<file path="src/rtl/pic_pkg.sv">
package pic_pkg;
    localparam int LINES = 8;
    localparam int IDXW  = $clog2(LINES);
    localparam int BASEW = LINES - IDXW;

    typedef enum logic [1:0] {
        ST_READY,
        ST_BASE,
        ST_CASC,
        ST_MODE
    } init_st_e;

    typedef struct packed {
        init_st_e              st;
        logic [LINES-1:0]      mask;
        logic [LINES-1:0]      irr;
        logic [LINES-1:0]      isr;
        logic [BASEW-1:0]      base;
        logic [LINES-1:0]      casc_word;
        logic                  casc;
        logic                  need_mode;
        logic                  aeoi;
        logic                  rd_isr;
        logic [LINES-1:0]      vec;
        logic                  vdrv;
        logic [IDXW-1:0]       cas;
    } pic_state_t;
endpackage

</file>
<file path="src/rtl/pic_in_sync.sv">
module pic_in_sync #(
    parameter int W      = 8,
    parameter int STAGES = 2
) (
    input  logic         clk,
    input  logic         rst_n,
    input  logic [W-1:0] din,
    output logic [W-1:0] lvl,
    output logic [W-1:0] rise
);
    for (genvar b = 0; b < W; b++) begin : g_line
        logic [STAGES:0] chain_q;

        always_ff @(posedge clk) begin
            if (!rst_n) begin
                chain_q <= '0;
            end else begin
                chain_q <= {chain_q[STAGES-1:0], din[b]};
            end
        end

        assign lvl[b]  = chain_q[STAGES-1];
        assign rise[b] = chain_q[STAGES-1] & ~chain_q[STAGES];
    end
endmodule

</file>
<file path="src/rtl/pic_prio.sv">
module pic_prio #(
    parameter int W  = 8,
    parameter int IW = 3
) (
    input  logic [W-1:0]  req,
    output logic          any,
    output logic [IW-1:0] idx
);
    always_comb begin
        any = |req;
        idx = '0;
        for (int i = W - 1; i >= 0; i--) begin
            if (req[i]) idx = IW'(i);
        end
    end
endmodule

</file>
<file path="src/rtl/prio_irq_ctrl.sv">
module prio_irq_ctrl
    import pic_pkg::*;
#(
    parameter int SYNC_STAGES = 2
) (
    input  logic             clk,
    input  logic             rst_n,
    input  logic             wr_en,
    input  logic             addr,
    input  logic [7:0]       wdata,
    output logic [7:0]       rdata,
    input  logic [7:0]       irq_in,
    output logic             int_out,
    input  logic             inta,
    output logic [7:0]       vector,
    output logic             vec_drive,
    input  logic             master_sel,
    input  logic [2:0]       cas_in,
    output logic [2:0]       cas_out
);
    pic_state_t s_q, s_d;

    logic [LINES-1:0] lvl, rise;
    logic             pend_any, isr_any;
    logic [IDXW-1:0]  pend_idx, isr_idx;

    // Plain views of state for the read port and the bound checker
    logic [LINES-1:0] mask_q, irr_q, isr_q, casc_word_q;
    logic             aeoi_q, ready_q, casc_q;

    assign mask_q      = s_q.mask;
    assign irr_q       = s_q.irr;
    assign isr_q       = s_q.isr;
    assign casc_word_q = s_q.casc_word;
    assign aeoi_q      = s_q.aeoi;
    assign casc_q      = s_q.casc;
    assign ready_q     = (s_q.st == ST_READY);

    pic_in_sync #(.W(LINES), .STAGES(SYNC_STAGES)) u_sync (
        .clk  (clk),
        .rst_n(rst_n),
        .din  (irq_in),
        .lvl  (lvl),
        .rise (rise)
    );

    pic_prio #(.W(LINES), .IW(IDXW)) u_pend (
        .req(irr_q & ~mask_q),
        .any(pend_any),
        .idx(pend_idx)
    );

    pic_prio #(.W(LINES), .IW(IDXW)) u_serv (
        .req(isr_q),
        .any(isr_any),
        .idx(isr_idx)
    );

    logic cmd_w, dat_w, responds, to_slave;

    always_comb begin
        int_out  = pend_any && (!isr_any || (pend_idx < isr_idx));
        cmd_w    = wr_en && !addr;
        dat_w    = wr_en && addr;
        responds = master_sel || !casc_q || (cas_in == casc_word_q[IDXW-1:0]);
        to_slave = master_sel && casc_q && casc_word_q[pend_idx];
        rdata    = addr ? mask_q : (s_q.rd_isr ? isr_q : irr_q);
    end

    always_comb begin
        s_d      = s_q;
        s_d.vdrv = 1'b0;

        if (cmd_w && wdata[4]) begin
            s_d.st        = ST_BASE;
            s_d.need_mode = wdata[0];
            s_d.casc      = !wdata[1];
            s_d.irr       = '0;
            s_d.isr       = '0;
            s_d.aeoi      = 1'b0;
            s_d.rd_isr    = 1'b0;
        end else begin
            s_d.irr = (s_q.irr | rise) & lvl;

            if (cmd_w && !wdata[3]) begin
                if (wdata[7:5] == 3'b011) begin
                    s_d.isr[wdata[IDXW-1:0]] = 1'b0;
                end else if (wdata[7:5] == 3'b001 && isr_any) begin
                    s_d.isr[isr_idx] = 1'b0;
                end
            end

            if (cmd_w && wdata[3] && wdata[1]) begin
                s_d.rd_isr = wdata[0];
            end

            if (dat_w) begin
                unique case (s_q.st)
                    ST_READY: s_d.mask = wdata;
                    ST_BASE: begin
                        s_d.base = wdata[7:IDXW];
                        if (s_q.casc)           s_d.st = ST_CASC;
                        else if (s_q.need_mode) s_d.st = ST_MODE;
                        else                    s_d.st = ST_READY;
                    end
                    ST_CASC: begin
                        s_d.casc_word = wdata;
                        s_d.st        = s_q.need_mode ? ST_MODE : ST_READY;
                    end
                    ST_MODE: begin
                        s_d.aeoi = wdata[1];
                        s_d.st   = ST_READY;
                    end
                    default: s_d.st = ST_READY;
                endcase
            end

            if (inta && responds) begin
                if (int_out) begin
                    s_d.irr[pend_idx] = 1'b0;
                    if (!s_q.aeoi) s_d.isr[pend_idx] = 1'b1;
                    s_d.vec = {s_q.base, pend_idx};
                    if (to_slave) begin
                        s_d.cas  = pend_idx;
                        s_d.vdrv = 1'b0;
                    end else begin
                        s_d.vdrv = 1'b1;
                    end
                end else begin
                    s_d.vec  = {s_q.base, {IDXW{1'b1}}};
                    s_d.vdrv = 1'b1;
                end
            end
        end
    end

    always_ff @(posedge clk) begin
        if (!rst_n) begin
            s_q           <= '0;
            s_q.st        <= ST_READY;
            s_q.mask      <= '1;
        end else begin
            s_q <= s_d;
        end
    end

    assign vector    = s_q.vec;
    assign vec_drive = s_q.vdrv;
    assign cas_out   = s_q.cas;
endmodule

</file>
<file path="config.mk">
export PLATFORM = sky130hd
export DESIGN_NAME = prio_irq_ctrl
export DESIGN_NICKNAME = d
export VERILOG_FILES = /design/src/rtl/pic_pkg.sv /design/src/rtl/pic_in_sync.sv /design/src/rtl/pic_prio.sv /design/src/rtl/prio_irq_ctrl.sv
export SDC_FILE = /design/constraint.sdc
export NUM_CORES = 1
export LEC_CHECK = 0
export BUFFER_PORTS_ARGS = -buffer_cell sky130_fd_sc_hd__clkbuf_2
export CAP_MARGIN = 20
export CORE_MARGIN = 10
export CORE_UTILIZATION = 62
export CTS_BUF_LIST = sky130_fd_sc_hd__clkbuf_16
export CTS_CLUSTER_DIAMETER = 60
export CTS_CLUSTER_SIZE = 12
export DETAILED_ROUTE_END_ITERATION = 6
export PLACE_DENSITY = 0.85
export SLEW_MARGIN = 15
export SYNTH_ARGS = -nofsm -noshare
export SYNTH_HDL_FRONTEND = slang
export SYNTH_SLANG_ARGS = --single-unit
</file>
<file path="constraint.sdc">
create_clock -name clk -period 4.2 [get_ports clk]
set_clock_uncertainty 0.15 [all_clocks]
set_input_delay 0.21 -clock clk [delete_from_list [all_inputs] [get_ports clk]]
set_output_delay 0.21 -clock clk [all_outputs]
set_load 0.02 [all_outputs]
</file>
Word level (Yosys, flattened, before mapping). Index checks and enable logic that the tools add are counted.

Order comparisons: 7. Equal/unequal tests: 6. Multiplexer cells: 41. Bitwise operators: 30. Reductions and logical operators: 38.

Operators by type and width (count): 8-bit two-way mux (8); 3-bit two-way mux (16); 8-bit AND (5); 16-bit two-way mux (2); 8-bit inverter (4); 8-bit bitwise OR (2); 8-bit OR reduction (2); 1-bit logical AND (14); 3-bit by 4-bit less-than comparator with 1-bit output (second input constant) (3); 1-bit inverter (11); 1-bit demux with 3-bit select (3); 3-bit by 1-bit greater-or-equal comparator with 1-bit output (second input constant) (3); 9-bit two-way mux (1); 3-bit AND reduction (3); 1-bit AND (8); 2-bit AND reduction (4); 1-bit two-way mux (6); 2-bit one-hot mux with 3 select lines (1); 1-bit zero test (5); 2-bit equality test (second input constant) (2); 2-bit two-way mux (2); 4-bit two-way mux (1); 4-bit AND reduction (1); 4-bit nonzero test (1); 12 further kinds (14).

Bits in registers: 79. Input bits: 25. Output and inout port bits: 21.

Depth between registers and ports, before layout. Gate-level depths: netlist (run 1).

Depth after elaboration: 22. Depth in mapped cells: 11.

Hierarchy. From an unflattened synthesis (run 1), not the netlist that was laid out.

Cell total of the unflattened synthesis: 429. Area total of the unflattened synthesis: 3688.5 µm².

Modules (own cells, without submodules): prio_irq_ctrl (instances 1, cells an instance 337, area an instance 2751.4 µm², sequential area each 1101.1 µm²); pic_in_sync (instances 1, cells an instance 66, area an instance 774.5 µm², sequential area each 480.5 µm²); pic_prio (instances 2, cells an instance 13, area an instance 81.3 µm², sequential area each 0.0 µm²).

Worst setup path after synthesis (run 1). OpenSTA, ideal clock, no wires.

Kind: register to register. From: register s_q, in the netlist mask_q[3]. To: register s_q, in the netlist isr_q[3]. Library setup time: 0.070 ns. Arrival time: 2.056 ns. Setup slack: 1.923 ns. Cell stages (with the launch flop): 12. Path buffers: 2. Path through: dfxtp_1 > nand2b_1 > and2_1 > buf_2 > nand2_1 > nor2_1 > ha_1 > a32o_1 > a41oi_2 > buf_2 > nand3_1 > a21oi_1.

Elaborated cells on any way between the ends: 19. Classes of those cells: 3 x order compare; 9 x mux; 3 x bitwise; 4 x reduce/logical.

RTL lines: from (decl) (RTL line prio_irq_ctrl.sv:21) `pic_state_t s_q, s_d;`; 8-bit inverter (RTL line prio_irq_ctrl.sv:48) `.req(irr_q & ~mask_q),`; 8-bit AND (RTL line prio_irq_ctrl.sv:48); 3-bit two-way mux (4 in a row) (RTL line pic_prio.sv:13) `if (req[i]) idx = IW'(i);`; net pend_idx[2] (RTL line prio_irq_ctrl.sv:25) `logic [IDXW-1:0] pend_idx, isr_idx;`; 3-bit less-than comparator (RTL line prio_irq_ctrl.sv:62) `int_out = pend_any && (!isr_any || (pend_idx < isr_idx));`; 1-bit logical OR (RTL line prio_irq_ctrl.sv:62); 1-bit logical AND (RTL line prio_irq_ctrl.sv:62); net int_out (RTL line prio_irq_ctrl.sv:13) `output logic int_out,`; 16-bit two-way mux (RTL line prio_irq_ctrl.sv:119) `if (int_out) begin`; 16-bit two-way mux (RTL line prio_irq_ctrl.sv:118) `if (inta && responds) begin`.

The timed path passes the listed nets, and every way through them passes these cells. A chain may end at the register's enable or synchronous reset.

Worst setup path in the final report (run 1).
From: register s_q, in the netlist irr_q[0]. To: output port int_out.

Word-level cells in the longest chain between the ends: 5. Elaborated cells on any way between the ends: 6. Classes of those cells: 1 x order compare; 1 x mux; 1 x bitwise; 3 x reduce/logical.

Ends and longest elaborated chain (RTL line): 8-bit AND (prio_irq_ctrl.sv:48); 3-bit two-way mux (pic_prio.sv:13); net pend_idx[2] (prio_irq_ctrl.sv:25); 3-bit less-than comparator (prio_irq_ctrl.sv:62); 1-bit logical OR (prio_irq_ctrl.sv:62); 1-bit logical AND (prio_irq_ctrl.sv:62); to (decl) (prio_irq_ctrl.sv:13).

The timed path passes the listed nets, and every way through them passes these cells.

==> key figures, run 1 <==
Placement
  • Buffers on Ports: 45
  • DP Cell Count: 528
  • Post-DP Area: 3794 um^2
  • HPWL after DPL: 6.926 mm
  • RD Place Congestion: 1.022

Clocking
  • Clock sink total: 79
  • Post-cts repair resize count: 0
  • CTS clock-pin slew for the worst setup and hold paths: 0.06 ns
  • CTS tree: built
  • TritonCTS buffer count: 9
  • CTS Root Buffer Type: clkbuf_16
  • Worst skew pair latency: 0.33 ns
  • Post-CTS Setup Inserts: 0
  • CTS H-tree lvls: 3
  • Clk buf depth: 2

Route
  • Routed WL: 9.671 mm
  • Avg Vias per Cell: 5.942
  • Initial DRC Count: 229
  • DRC violations left: 0
  • Vias: 3274
  • DR WL/cell: 17.55 um
  • DRT antenna net count: 0
  • DR pass1 iterations: 5

Synthesis
  • Syn Nets: 466
  • Syn Area/Cell: 8.284 um^2
  • Mapped cell area: 3645 um^2
  • Mapped Cells: 440
  • Most frequent cell after synthesis: dfxtp_1
  • Yosys reg bits: 79
  • Largest family of logic cells by synthesized area: simple AND/OR/NAND/NOR gates
  • Distinct cells, synth: 46
  • Post-synth EDFFs: 0
  • Post-synth ARST share: 0%
  • Synth top cells by count: dfxtp_1 (79), nand2_1 (62), a21oi_1 (35), nor2_1 (32), o21ai_0 (27)
  • Cell accounting for the most synthesized area: dfxtp_1
  • Main flop type after synthesis: dfxtp_1
  • Post-Synth XOR/XNOR Area: 0.7209%
  • Synth Area in Compound Gates: 16.34%
  • Post-Synth Adder-Cell Area: 0.3433%
  • Synth warnings: 0
  • Synth area leaders: dfxtp_1 (43%), nand2_1 (6.4%), mux2i_1 (6.3%)
  • Simple-Gate Fraction of Synth Area: 27.29%
  • Post-synthesis mux area share: 6.317%
  • Top-area cell type share of the netlist area: 43.39%
  • Seq/Total Area, Yosys: 43.39%

Floorplan
  • Cell Rows: 27
  • Die area: 9345 um^2
  • Core box area: 5608 um^2
  • Initial Utilization: 64.99%
  • Die X: 96.67 um
  • Die Ht: 96.67 um
  • Ports: 46

Timing
  • Slew Limit Fails: 0
  • Slew @ Worst Pin: 0.8088 ns
  • Setup TNS: 0 ns
  • Worst Hold Slack: 0.01782 ns
  • RSZ-0062 raised after global routing: no
  • Fin crit share: 75.77%
  • Tmin final: 3.182 ns
  • Final hold vios: 0
  • Final setup vio count: 0
  • FMAX: 314.2 MHz
  • Slew Limit Headroom: 46.08%

Finish
  • Inserted Diodes: 0
  • Final Cell Area: 4138 um^2
  • Nets@finish: 501
  • Area grow syn2layout: 13.53%
  • Share of cells above drive strength 1: 14.61%
  • Layout Cells excl Fill: 551

Setup path
  • Critical Path AT: 2.82 ns
  • R2R Path End: irr_q[6]$_SDFF_PP0_
  • CP endpoint: int_out
  • Crit. End Element: output port
  • WS Path Type: reg -> out
  • CP Launch Type: flip-flop
  • R2R cell count: 9
  • Reg2Reg Setup Slack: 1.24 ns
  • Crit-path max FO: 14
  • RR Startpoint: irr_q[0]$_SDFF_PP0_
  • Required @ worst endpoint: 3.84 ns
  • Crit path launch: irr_q[0]$_SDFF_PP0_

Power and ir drop
  • Worst vdd ir: 0.3090 mV
  • Sequential Power Share: 48.3%
  • P_sw: 403.7 uW
  • Static leakage: 0.001683 uW
  • Power per cell area: 392.2 nW/um^2
  • Sw Share: 24.88%
  • Power share of the combinational group: 8.7%
  • Clock share of power: 43.0%
  • Internal: 1219 uW

Job
  • Max cap viols: 0

GRT
  • Initial antenna violation count: 0
  • Gr ovfl total: 0
  • Gr usage total: 20.14%
  • Largest net degree at the start of global routing: 44
  • First-pass GRT wire length: 15.99 mm
  • Vias in the first global route: 3201

Outcome
  • Status: finished, final reports clean

Worst hold path
  • Hold WC Path Type: in -> reg
cells by family (layout without fill, tap and decap cells):
group                      count (synthesis)  after routing
adders and majority gates                  1              1
buffers and inverters                     38             77
xor gates and xnor gates                   3              3
and+or+nand+nor                          202            202
AOI/OAI and AO/OA                         94             94
DFF                                       79             79
muxes                                     23             23
worst min path at each step:
| stage | start | end | slack [ns] | cells past startpoint |
|---|---|---|---|---|
| 3_5_place_dp | irq_in[4] | u_sync.g_line[4].chain_q[0]$_SDFF_PN0_ | 0.27 | 2 |
| 2_1_floorplan | wdata[1] | mask_q[1]$_SDFFE_PN1P_ | 0.18 | 2 |
| 6_report | wdata[5] | casc_word_q[5]$_SDFFE_PN0P_ | 0.02 | 3 |
| 5_1_grt | wdata[7] | casc_word_q[7]$_SDFFE_PN0P_ | 0.03 | 3 |
| 4_1_cts | wdata[7] | casc_word_q[7]$_SDFFE_PN0P_ | 0.01 | 3 |
| 3_3_place_gp | u_sync.g_line[7].chain_q[0]$_SDFF_PN0_ | u_sync.g_line[7].chain_q[1]$_SDFF_PN0_ | 0.26 | 1 |
power groups by stage:
stage	Clock, uW	Sequential [uW]	Combinational, uW
after global placement	0	799	131
final	697	785	141
after CTS	700	784	140
after floorplan	0	797	91.5
after detailed placement	0	801	132
after global routing	738	787	154
worst max-delay path, stage by stage (launching register included):
cell and delay [ns]:
dfxtp_1 0.33, nor2b_1 0.46, nor2_1 0.19, nand2_1 0.17
nor2_1 0.09, ha_1 0.21, a32o_1 0.22, a41oi_2 0.55
clkbuf_2 0.29
cell type report:
cell class	count	area, um^2
repair buffers	54	312.8
multi-input cells	323	1859
clock buffers	9	225.2
inverters	8	30.03
clock inverters	6	38.79
flip-flops and latches	79	1582
well taps	72	90.09
fillers	443	1470
cell usage in the layout, fill, tap and decap left out, drive strengths merged, types with 5 or more instances in the layout:
master / instances
a21oi: 35
a22oi: 5
a31oi: 5
and2: 26
clkbuf: 54
dfxtp: 79
dlygate4sd3: 8
inv: 10
mux2i: 23
nand2: 62
nand2b: 14
nand3: 27
nor2: 32
nor2b: 11
nor3: 12
o21ai: 27
registers in the layout, summed over array words and instances (netlist names):
| signal | cells |
|---|---|
| cas_out | 3 |
| vec_drive | 1 |
| mask_q | 8 |
| isr_q | 8 |
| aeoi_q | 1 |
| irr_q | 8 |
| u_sync.g_line.chain_q | 24 |
| casc_q | 1 |
| s_q | 9 |
| vector | 8 |
| casc_word_q | 8 |
per-layer routing:
layer | track usage, % | wire (um) | vias to the layer above
met2 | 33.13 | 4578 | 141
met3 | 4.400 | 705 | 31
met4 | 8.906 | 342 | 0
met1 | 24.48 | 4046 | 1519
li1 | - | - | 1583
met5 | 0 | 0 | -
stage by stage:
step | setup slack (ns) | power [uW] | utilization [%]
2_1_floorplan | 1.923 | 888.2 | -
3_3_place_gp | 1.428 | 930.0 | 67.65
3_5_place_dp | 1.317 | 933.2 | 67.65
4_1_cts | 1.062 | 1624 | 73.78
5_1_grt | 0.8163 | 1679 | 73.78
6_report | 1.018 | 1623 | 73.78
what timing repair did:
| action | 4_1_cts | 5_1_grt |
|---|---|---|
| setup endpoints to repair | 0 | 0 |
| endpoints found under the hold margin | 8 | 0 |
| hold buffers | 8 | 0 |
(Power assumes the default switching activity.)
==> run 2: changes to the inputs <==
--- a/config.mk
+++ b/config.mk
@@ -8,12 +8,12 @@
 export BUFFER_PORTS_ARGS = -buffer_cell sky130_fd_sc_hd__clkbuf_2
 export CAP_MARGIN = 20
 export CORE_MARGIN = 10
-export CORE_UTILIZATION = 62
+export CORE_UTILIZATION = 52
 export CTS_BUF_LIST = sky130_fd_sc_hd__clkbuf_16
 export CTS_CLUSTER_DIAMETER = 60
 export CTS_CLUSTER_SIZE = 12
 export DETAILED_ROUTE_END_ITERATION = 6
-export PLACE_DENSITY = 0.85
+export PLACE_DENSITY = 0.76
 export SLEW_MARGIN = 15
 export SYNTH_ARGS = -nofsm -noshare
 export SYNTH_HDL_FRONTEND = slang
==> constraint.sdc (replaced) <==
create_clock -name clk -period 2.8 [get_ports clk]
set_clock_uncertainty 0.15 [all_clocks]
set_input_delay 0.14 -clock clk [delete_from_list [all_inputs] [get_ports clk]]
set_output_delay 0.14 -clock clk [all_outputs]
set_load 0.02 [all_outputs]
==> key figures, run 2 (synthesized netlist as in run 1, its figures left out) <==
Floorplan
  • Die Ht: 103.7 um (+7.3%)
  • Die X: 103.7 um (+7.3%)
  • Core box area: 6794 um^2 (+21%)
  • Ports: 46 (unchanged)
  • Initial Utilization: 53.65% (-11 points)
  • Die area: 10760 um^2 (+15%)
  • Cell Rows: 30 (+11%)

Setup path
  • CP delay by family, top: simple AND/OR/NAND/NOR gates
  • Required @ worst endpoint: 2.51 ns (-1.33 ns)
  • CP peak stage delay: 0.40 ns (-0.15 ns)
  • WS Path Type: reg -> out
  • Worst-path cell chain: nand2b_1 -> and2_2 -> nand2_2 -> nor2_1 -> ha_1 -> a32o_1 -> a41oi_2 -> buf_4 -> clkbuf_2
  • CP Launch Type: flip-flop
  • Crit. End Element: output port
  • Critical Path AT: 2.36 ns (-0.46 ns)
  • Crit-path max FO: 8 (-6)
  • Slowest cell on crit path: dfxtp_1
  • WP buf/inv: 2 (+1)

Timing
  • Slew Limit Fails: 0 (unchanged)
  • Fin crit share: 94.75%
  • Slew Limit Headroom: 50.04% (+4.0 points)
  • Final WS setup: 0.1469 ns (-0.8708 ns)
  • Tmin final: 2.653 ns
  • Final setup vio count: 0 (unchanged)
  • Slew @ Worst Pin: 0.7485 ns (-0.06027 ns)
  • RSZ-0062 raised after global routing: no
  • Final hold vios: 0 (unchanged)
  • Setup TNS: 0 ns (unchanged)
  • FMAX: 376.9 MHz
  • Worst Hold Slack: 0.09600 ns (+0.07818 ns)

Placement
  • Buffers on Ports: 45 (unchanged)
  • Post-DP Area: 3899 um^2 (+2.8%)
  • RD Place Congestion: 0.9535 (-6.7%)
  • HPWL after DPL: 7.334 mm (+5.9%)
  • Pre-CTS setup slack: 0.2856 ns (-1.032 ns)

Route
  • DR pass1 iterations: 5 (unchanged)
  • Avg Vias per Cell: 5.551 (-6.6%)
  • Vias: 3303 (+0.89%)
  • DRT antenna net count: 0 (unchanged)
  • Initial DRC Count: 230 (+0.44%)
  • DR WL/cell: 17.00 um (-3.1%)
  • Routed WL: 10.12 mm (+4.6%)
  • DRC violations left: 0 (unchanged)

Finish
  • Fill cell count: 590 (+33%)
  • Most common cell after layout, fill and taps aside: dfxtp_1
  • Share of cells above drive strength 1: 17.27% (+2.7 points)
  • Nets@finish: 519 (+3.6%)
  • Multi-input gate area: 1879 um^2 (+1.1%)
  • Register bank with the most flops: u_sync.g_line.chain_q
  • Top Registers: u_sync.g_line.chain_q: 24 flops, s_q: 9 flops
  • Area grow syn2layout: 20.60%
  • Most frequent cells in the layout: dfxtp_1 (79), nand2_1 (61), clkbuf_2 (45), a21oi_1 (34), nor2_1 (31)
  • Register area: 1582 um^2 (unchanged)
  • Final Cell Area: 4395 um^2 (+6.2%)
  • Max reg flops: 24 (unchanged)

Job
  • Max cap viols: 0 (unchanged)

Clocking
  • CTS H-tree lvls: 3 (unchanged)
  • CTS tree: built
  • CTS clock-pin slew for the worst setup and hold paths: 0.06 ns (about the same)
  • Clk buf depth: 2 (unchanged)
  • TritonCTS buffer count: 9 (unchanged)
  • Clock sink total: 79 (unchanged)
  • Worst skew pair latency: 0.33 ns (about the same)
  • CTS Root Buffer Type: clkbuf_16

Power and ir drop
  • Total power: 2633 uW (+62%)
  • Worst vdd ir: 0.5123 mV (+66%)
  • Power per cell area: 599.0 nW/um^2 (+53%)
  • Static leakage: 0.001790 uW (+6.4%)

GRT
  • First-pass GRT wire length: 16.39 mm (+2.5%)
  • Gr usage total: 18.62% (-1.5 points)
  • Gr ovfl total: 0 (unchanged)
  • Initial antenna violation count: 1 (+1)
  • Vias in the first global route: 3253 (+1.6%)
  • Largest net degree at the start of global routing: 28 (-36%)

Outcome
  • Status: finished, final reports clean

Worst hold path
  • Hold WC Path Type: in -> reg
run 2: changes by cell type in the layout (fill, tap and decap cells not counted), sizes merged:
cell,delta
bufinv,+2
inv,-1
diode,+1
buf,+10
dlygate4sd3,+8
run 2: layout make-up:
| type | count | area share (%) |
|---|---|---|
| Antenna cell | 1 | 0.05693 |
| Clock buffer | 9 | 5.124 |
| Clock inverter | 7 | 2.021 |
| Inverter | 8 | 0.6832 |
| Multi-Input combinational cell | 323 | 42.76 |
| Sequential cell | 79 | 35.98 |
| Tap cell | 96 | 2.733 |
| Timing Repair Buffer | 72 | 10.65 |
run 2: final timing paths:
kind / from / endpoint / slack [ns] / cells after the start
max reg2reg: irr_q[3]$_SDFF_PP0_ / irr_q[6]$_SDFF_PP0_ / 0.44 / 9
max: irr_q[3]$_SDFF_PP0_ / int_out / 0.15 / 9
min reg2reg: u_sync.g_line[3].chain_q[0]$_SDFF_PN0_ / u_sync.g_line[3].chain_q[1]$_SDFF_PN0_ / 0.28 / 1
min: wr_en / aeoi_q$_SDFFE_PP0P_ / 0.1 / 4
run 2: layer usage:
metal / vias up / global-route usage (%) / wire length [um]
met2: 115 / 30.86 / 4849
met1: 1538 / 22.11 / 4439
li1: 1618 / - / -
met5: - / 0 / 0
met3: 32 / 4.399 / 489
met4: 0 / 8.946 / 337
run 2: worst min-delay path, stage by stage:
cell and delay [ns]:
clkbuf_2 0.11, nand4_1 0.13, mux2i_1 0.09, nor2_1 0.07
run 2: repair_timing:
| item | CTS | global route |
|---|---|---|
| gates resized for setup | 1 | 6 |
| hold buffers | 16 | 0 |
| hold endpoints to repair | 21 | 0 |
| setup buffers | 0 | 0 |
| endpoints found under the setup margin | 1 | 1 |
run 2: report_power, final:
part / internal, uW / switching [uW] / total, uW
registers: 1160 / 20.6 / 1180
logic: 93.2 / 137 / 231
clock network: 774 / 450 / 1220
run 2: through the flow:
step,util [%],std cells
floorplan,-,440
global placement,57.38,562
detailed placement,57.38,562
CTS,64.40,594
global route,64.70,595
finish,64.70,595
